<file path="src/rtl/slp_pkg.sv">
package slp_pkg;

   localparam int NUM_GATES = 8;

   // gate bit positions
   localparam int GB_SB5   = 0;
   localparam int GB_MN5   = 1;
   localparam int GB_MN33  = 2;
   localparam int GB_SB33  = 3;
   localparam int GB_MNMEM = 4;
   localparam int GB_SBMEM = 5;
   localparam int GB_GFX   = 6;
   localparam int GB_CORE  = 7;

   typedef enum logic [1:0] {
      PST_S0 = 2'b00,
      PST_S3 = 2'b01,
      PST_S5 = 2'b10
   } pstate_e;

   function automatic logic [NUM_GATES-1:0] gate_target(
      input pstate_e st,
      input logic    usb_keep,
      input logic    pci_keep,
      input logic    run
   );
      logic [NUM_GATES-1:0] t;
      t = '0;
      if (run) begin
         t[GB_GFX]  = 1'b1;
         t[GB_CORE] = 1'b1;
         case (st)
            PST_S0: begin
               t[GB_MN5]   = 1'b1;
               t[GB_MN33]  = 1'b1;
               t[GB_MNMEM] = 1'b1;
            end
            PST_S3: begin
               t[GB_SB5]   = 1'b1;
               t[GB_SB33]  = 1'b1;
               t[GB_SBMEM] = 1'b1;
            end
            default: begin
               t[GB_SB5]  = usb_keep;
               t[GB_SB33] = pci_keep;
            end
         endcase
      end
      return t;
   endfunction

endpackage

</file>
<file path="src/rtl/slp_in_filter.sv">
module slp_in_filter #(
   parameter int WIDTH         = 3,
   parameter int SYNC_STAGES   = 2,
   parameter int STABLE_CYCLES = 2
) (
   input  logic             clk,
   input  logic             rst,
   input  logic [WIDTH-1:0] din,
   output logic [WIDTH-1:0] dout
);
   localparam int CW = $clog2(STABLE_CYCLES + 1);

   if (SYNC_STAGES < 2) begin : g_bad_sync
      $error("slp_in_filter: SYNC_STAGES must be at least 2");
   end
   if (STABLE_CYCLES < 1) begin : g_bad_stable
      $error("slp_in_filter: STABLE_CYCLES must be at least 1");
   end

   logic [WIDTH-1:0] stg [SYNC_STAGES];

   for (genvar k = 0; k < SYNC_STAGES; k++) begin : g_stage
      if (k == 0) begin : g_first
         always_ff @(posedge clk) begin
            if (rst) stg[k] <= '0;
            else     stg[k] <= din;
         end
      end else begin : g_next
         always_ff @(posedge clk) begin
            if (rst) stg[k] <= '0;
            else     stg[k] <= stg[k-1];
         end
      end
   end

   logic [WIDTH-1:0] cand_q;
   logic [CW-1:0]    cnt_q;
   logic [WIDTH-1:0] filt_q;
   wire  [WIDTH-1:0] synced = stg[SYNC_STAGES-1];

   always_ff @(posedge clk) begin
      if (rst) begin
         cand_q <= '0;
         cnt_q  <= '0;
         filt_q <= '0;
      end else if (synced != cand_q) begin
         cand_q <= synced;
         cnt_q  <= '0;
      end else if (cnt_q != CW'(STABLE_CYCLES - 1)) begin
         cnt_q <= cnt_q + 1'b1;
      end else begin
         filt_q <= cand_q;
      end
   end

   assign dout = filt_q;

endmodule

</file>
<file path="src/rtl/slp_state_fsm.sv">
module slp_state_fsm
   import slp_pkg::*;
(
   input  logic    clk,
   input  logic    rst,
   input  logic    run_ok,
   input  logic    s3n,
   input  logic    s5n,
   input  logic    pok,
   output pstate_e st
);
   pstate_e st_q;
   wire want_s0 = s3n & s5n & pok;

   always_ff @(posedge clk) begin
      if (rst || !run_ok) begin
         st_q <= PST_S5;
      end else begin
         case (st_q)
            PST_S0: begin
               if (!s3n && s5n)       st_q <= PST_S3;
               else if (!s3n && !s5n) st_q <= PST_S5;
            end
            PST_S3: if (want_s0) st_q <= PST_S0;
            PST_S5: if (want_s0) st_q <= PST_S0;
            default:             st_q <= PST_S5;
         endcase
      end
   end

   assign st = st_q;

endmodule

</file>
<file path="src/rtl/slp_gate_seq.sv">
module slp_gate_seq
   import slp_pkg::*;
(
   input  logic                 clk,
   input  logic                 rst,
   input  pstate_e              st,
   input  logic                 run_ok,
   input  logic                 usb_keep,
   input  logic                 pci_keep,
   output logic [NUM_GATES-1:0] gates
);
   logic [NUM_GATES-1:0] drv_q;
   logic [NUM_GATES-1:0] tgt;
   logic [NUM_GATES-1:0] falling;

   always_comb begin
      tgt     = gate_target(st, usb_keep, pci_keep, run_ok);
      falling = drv_q & ~tgt;
   end

   always_ff @(posedge clk) begin
      if (rst)           drv_q <= '0;
      else if (|falling) drv_q <= drv_q & tgt;
      else               drv_q <= tgt;
   end

   assign gates = drv_q;

endmodule

</file>
<file path="src/rtl/slp_gate_ctrl.sv">
module slp_gate_ctrl
   import slp_pkg::*;
#(
   parameter int SYNC_STAGES   = 2,
   parameter int STABLE_CYCLES = 2
) (
   input  logic                 clk,
   input  logic                 rst,
   input  logic                 slp3_n,
   input  logic                 slp5_n,
   input  logic                 pwr_ok,
   input  logic                 usb_sb_en,
   input  logic                 pci_sb_en,
   input  logic                 agp_type_hi,
   input  logic                 en,
   input  logic                 supply_good,
   input  logic                 oc_fault,
   output logic [NUM_GATES-1:0] gate_o,
   output logic [1:0]           state_o,
   output logic                 agp_sel_o
);
   logic [2:0] filt;
   logic       fault_q;
   logic       run_ok;
   pstate_e    st;

   slp_in_filter #(
      .WIDTH        (3),
      .SYNC_STAGES  (SYNC_STAGES),
      .STABLE_CYCLES(STABLE_CYCLES)
   ) u_filt (
      .clk (clk),
      .rst (rst),
      .din ({slp3_n, slp5_n, pwr_ok}),
      .dout(filt)
   );

   always_ff @(posedge clk) begin
      if (rst || !en || !supply_good) fault_q <= 1'b0;
      else if (oc_fault)              fault_q <= 1'b1;
   end

   assign run_ok = en & supply_good & ~fault_q;

   slp_state_fsm u_fsm (
      .clk   (clk),
      .rst   (rst),
      .run_ok(run_ok),
      .s3n   (filt[2]),
      .s5n   (filt[1]),
      .pok   (filt[0]),
      .st    (st)
   );

   slp_gate_seq u_seq (
      .clk     (clk),
      .rst     (rst),
      .st      (st),
      .run_ok  (run_ok),
      .usb_keep(usb_sb_en),
      .pci_keep(pci_sb_en),
      .gates   (gate_o)
   );

   always_ff @(posedge clk) begin
      if (rst) agp_sel_o <= 1'b0;
      else     agp_sel_o <= agp_type_hi;
   end

   assign state_o = st;

endmodule

</file>
<file path="config.mk">
export PLATFORM = sky130hd
export DESIGN_NAME = slp_gate_ctrl
export DESIGN_NICKNAME = d
export VERILOG_FILES = /design/src/rtl/slp_pkg.sv /design/src/rtl/slp_in_filter.sv /design/src/rtl/slp_state_fsm.sv /design/src/rtl/slp_gate_seq.sv /design/src/rtl/slp_gate_ctrl.sv
export SDC_FILE = /design/constraint.sdc
export NUM_CORES = 1
export LEC_CHECK = 0
export CORE_ASPECT_RATIO = 0.9
export CORE_MARGIN = 5
export CORE_UTILIZATION = 40
export DETAILED_ROUTE_END_ITERATION = 10
export PLACE_DENSITY = 0.68
export SYNTH_ARGS = -nofsm -noshare
export SYNTH_HDL_FRONTEND = slang
export SYNTH_SLANG_ARGS = --single-unit
</file>
<file path="constraint.sdc">
create_clock -name clk -period 1.35 [get_ports clk]
set_input_delay 0.405 -clock clk [delete_from_list [all_inputs] [get_ports clk]]
set_output_delay 0.405 -clock clk [all_outputs]
set_load 0.1 [all_outputs]
</file>
==> reports/qor.yml <==
cp_data_arrival_time_ns: 1.69
r2r_start: "u_fsm.st[0]"
firstDrtPassIters: 4
cts_hold_buffers: 0
hold_violations: 0
die_h_um: 58.25
fin_crit_ns: 1.417
synth_compound_area_frac: 0.1233
end_kind: "register"
comb_power_share: 0.135
ys_ff_latch: 26
setup_viol: 8
maxSlewViolCount: 0
fin_crit_sh: 1.050
holdCritPathClass: "reg -> reg"
synth_cells: 99
drcViolationCount: 0
crit_path_end: "u_seq.gates[4]"
cts_made_buffers: 3
cp.depth: 5
ys_types: 29
grt_pass1_vias: 895
finClkSkew_ns: 0.001307
max_slew_margin: 0.8192
first_iter_violations: 26
yosys_warnings: 0
dp.final_hpwl_mm: 1.801
cp_max_fo: 6
clkPwrFrac: 0.342
clk_latency_ns: 0.32
synth-adder-area-share: 0.04837
fin_cells: 162
grt_max_degree: 16
whs_ns: 0.4554
placementRows: 17
p_leak_nw: 0.6757
cp_common_cell: "o21a_1"
cts_tree: "built"
grt_usage: 0.1328
multi_input_area_sq_um: 520.5
setup_ws_ns: -0.06693
layout_common_cells: "dfxtp_1, buf_12, nor2_1, nor2b_1, buf_4"
syn-num-nets: 114
syn-cell-area_sq_um: 1035
yosys.area_share.simple: 0.2164
gp_congestion: 0.7893
antenna_cells: 0
yosys.area_share.xor_xnor: 0.03386
cpMaxStageDelayCell: "clkdlybuf4s50_1"
dpl.cell_count: 156
max_cap_violations: 0
viasPerCell: 5.123
area_delta_synth_final_pct: 53.20
p_sw_frac: 0.2272
finalPower_mw: 1.546
drive_gt1_frac: 0.3507
htreeDepth: 1
ir_drop_uv: 840.7
synth_top_family_by_area: "simple AND/OR/NAND/NOR gates"
netSwitchingPower_mw: 0.3512
preCtsSetupSlack_ns: -0.4835
antenna_found_initial: 0
cp-startpoint: "usb_sb_en"
layout.area.seq_sq_um: 539.3
worstHoldPathCells: 1
ios: 22
outcome: "finished, violations left"
io_buffer_count: 21
fmax_ghz: 0.7058
syn_avg_cell_area_sq_um: 10.45
vias: 830
cpPeakStageDelay_ns: 0.45
critPathKind: "in -> reg"
cts_sinks: 26
postRouteAntennaNets: 0
fp.coreArea_sq_um: 2467
ys_seq_area_frac: 0.5030
min_from: "u_filt.stg[0][0]"
seq_power_share: 0.523
path_buf_inv: 1
violations: "negative setup slack"
synth_mux_area_frac: 0.04958
fillCellCount: 196
grt-ovfl-total: 0
grt_pass1_wl_mm: 3.905
tns_ns: -0.4069
worstMarginPinSlew_ns: 0.2636
wire_per_inst_um: 13.68
start_kind: "input port"
power-per-cell-area_nw_per_um2: 975.1
dieArea_sq_um: 3705
ff2ff_path_depth: 5
layout.nets: 150
p_int_mw: 1.195
layout_commonest_cell: "dfxtp_1"
wl_mm: 2.216
required_ns: 1.63
r2r_end: "u_seq.gates[4]"
die_w_um: 63.61
cp_cell_sequence: "clkdlybuf4s50_1, mux2i_1, o21a_1, nor3_4, o21a_1"
path_clk_slew_ns: 0.14
rsz0062_at_grt: "yes"
critPathTopFamily: "buffers and inverters"
clock_path_buffers: 2
initial_utilization: 0.4194
r2r_slack_ns: -0.06
cts-root-buf: "clkbuf_4"
[synthesized netlist by cell type, drive strengths merged]
| cell type | number | area [sq um] |
|---|---|---|
| a22o | 1 | 8.760 |
| a32oi | 1 | 8.760 |
| and3 | 1 | 6.260 |
| xnor2 | 3 | 26.28 |
| clkbuf | 1 | 3.750 |
| mux2i | 4 | 40.04 |
| ha | 4 | 50.05 |
| o31ai | 1 | 7.510 |
| dfxtp | 26 | 520.5 |
| nor2b | 10 | 62.56 |
| nor3b | 1 | 7.510 |
| o21ai | 2 | 10.01 |
| and4b | 2 | 20.02 |
| nor2 | 10 | 37.54 |
| a21oi | 2 | 10.01 |
| inv | 6 | 22.52 |
| o21a | 8 | 60.06 |
| xor2 | 1 | 8.760 |
| nand2 | 2 | 7.510 |
| o22ai | 1 | 12.51 |
| o211a | 1 | 10.01 |
| nand3 | 1 | 5.000 |
| nand3b | 1 | 20.02 |
| nor3 | 5 | 36.29 |
| nand4 | 1 | 6.260 |
| and2 | 1 | 6.260 |
| mux2 | 1 | 11.26 |
| nand4b | 1 | 8.760 |
[layout make-up]
class,count,share of cell area
clock buffer,3,0.01421
tap,28,0.02210
clock inverter,1,0.01894
inverter,6,0.01579
sequential,26,0.3402
multi-input combinational,66,0.3283
timing repair buffer,32,0.2605
[how the worst min path moves through the flow]
stage          slack, ns               end
2_1_floorplan       0.41  u_filt.stg[1][0]
3_3_place_gp        0.42  u_filt.stg[1][1]
3_5_place_dp        0.43  u_filt.stg[1][1]
4_1_cts             0.46  u_filt.stg[1][0]
5_1_grt             0.47  u_filt.stg[1][0]
6_report            0.46  u_filt.stg[1][0]
[what timing repair did]
| item | 4_1_cts | 5_1_grt |
|---|---|---|
| endpoints found under the setup margin | 11 | 14 |
| gates resized for setup | 4 | 4 |
| pin swaps | 4 | 8 |
| buffers inserted | 2 | 0 |
[power by group through the flow]
stage | sequential (mW) | clock (mW) | combinational, mW
6_report | 0.808 | 0.529 | 0.209
5_1_grt | 0.812 | 0.579 | 0.226
4_1_cts | 0.808 | 0.554 | 0.212
3_5_place_dp | 0.824 | 0 | 0.213
3_3_place_gp | 0.823 | 0 | 0.205
2_1_floorplan | 0.860 | 0 | 0.0780
[logic make-up after synthesis]
group,Yosys count
AND/OR/NAND/NOR,36
flip-flops,26
AO/OA/AOI/OAI,17
buffers and inverters,7
multiplexers,5
XOR/XNOR,4
adder cells (fa/ha/maj),4
[flip-flops by register name, indices dropped and copies added (netlist names)]
register / flops
agp_sel_o: 1
fault_q: 1
u_filt.cand_q: 3
u_filt.cnt_q: 2
u_filt.dout: 3
u_filt.stg: 6
u_fsm.st: 2
u_seq.gates: 8
[per-layer routing]
metal  GRT usage  wire (um)
met5           0          0
met4     0.08902         44
met3     0.01163         72
met2      0.2406       1172
met1      0.1474        927
[through the flow]
| step | cell area, sq um | util |
|---|---|---|
| floorplan | 1081 | - |
| global placement | 1513 | 0.6131 |
| global route | 1585 | 0.6425 |
| finish | 1585 | 0.6425 |
| CTS | 1580 | 0.6405 |
| detailed placement | 1513 | 0.6131 |
[worst register-to-register path, stage by stage (launching register included)]
cell and delay [ns]:
dfxtp_4 0.42, buf_4 0.12, mux2i_1 0.10, o21a_1 0.25, nor3_4 0.32, o21a_1 0.17
Power figures use the tool's default switching activity.
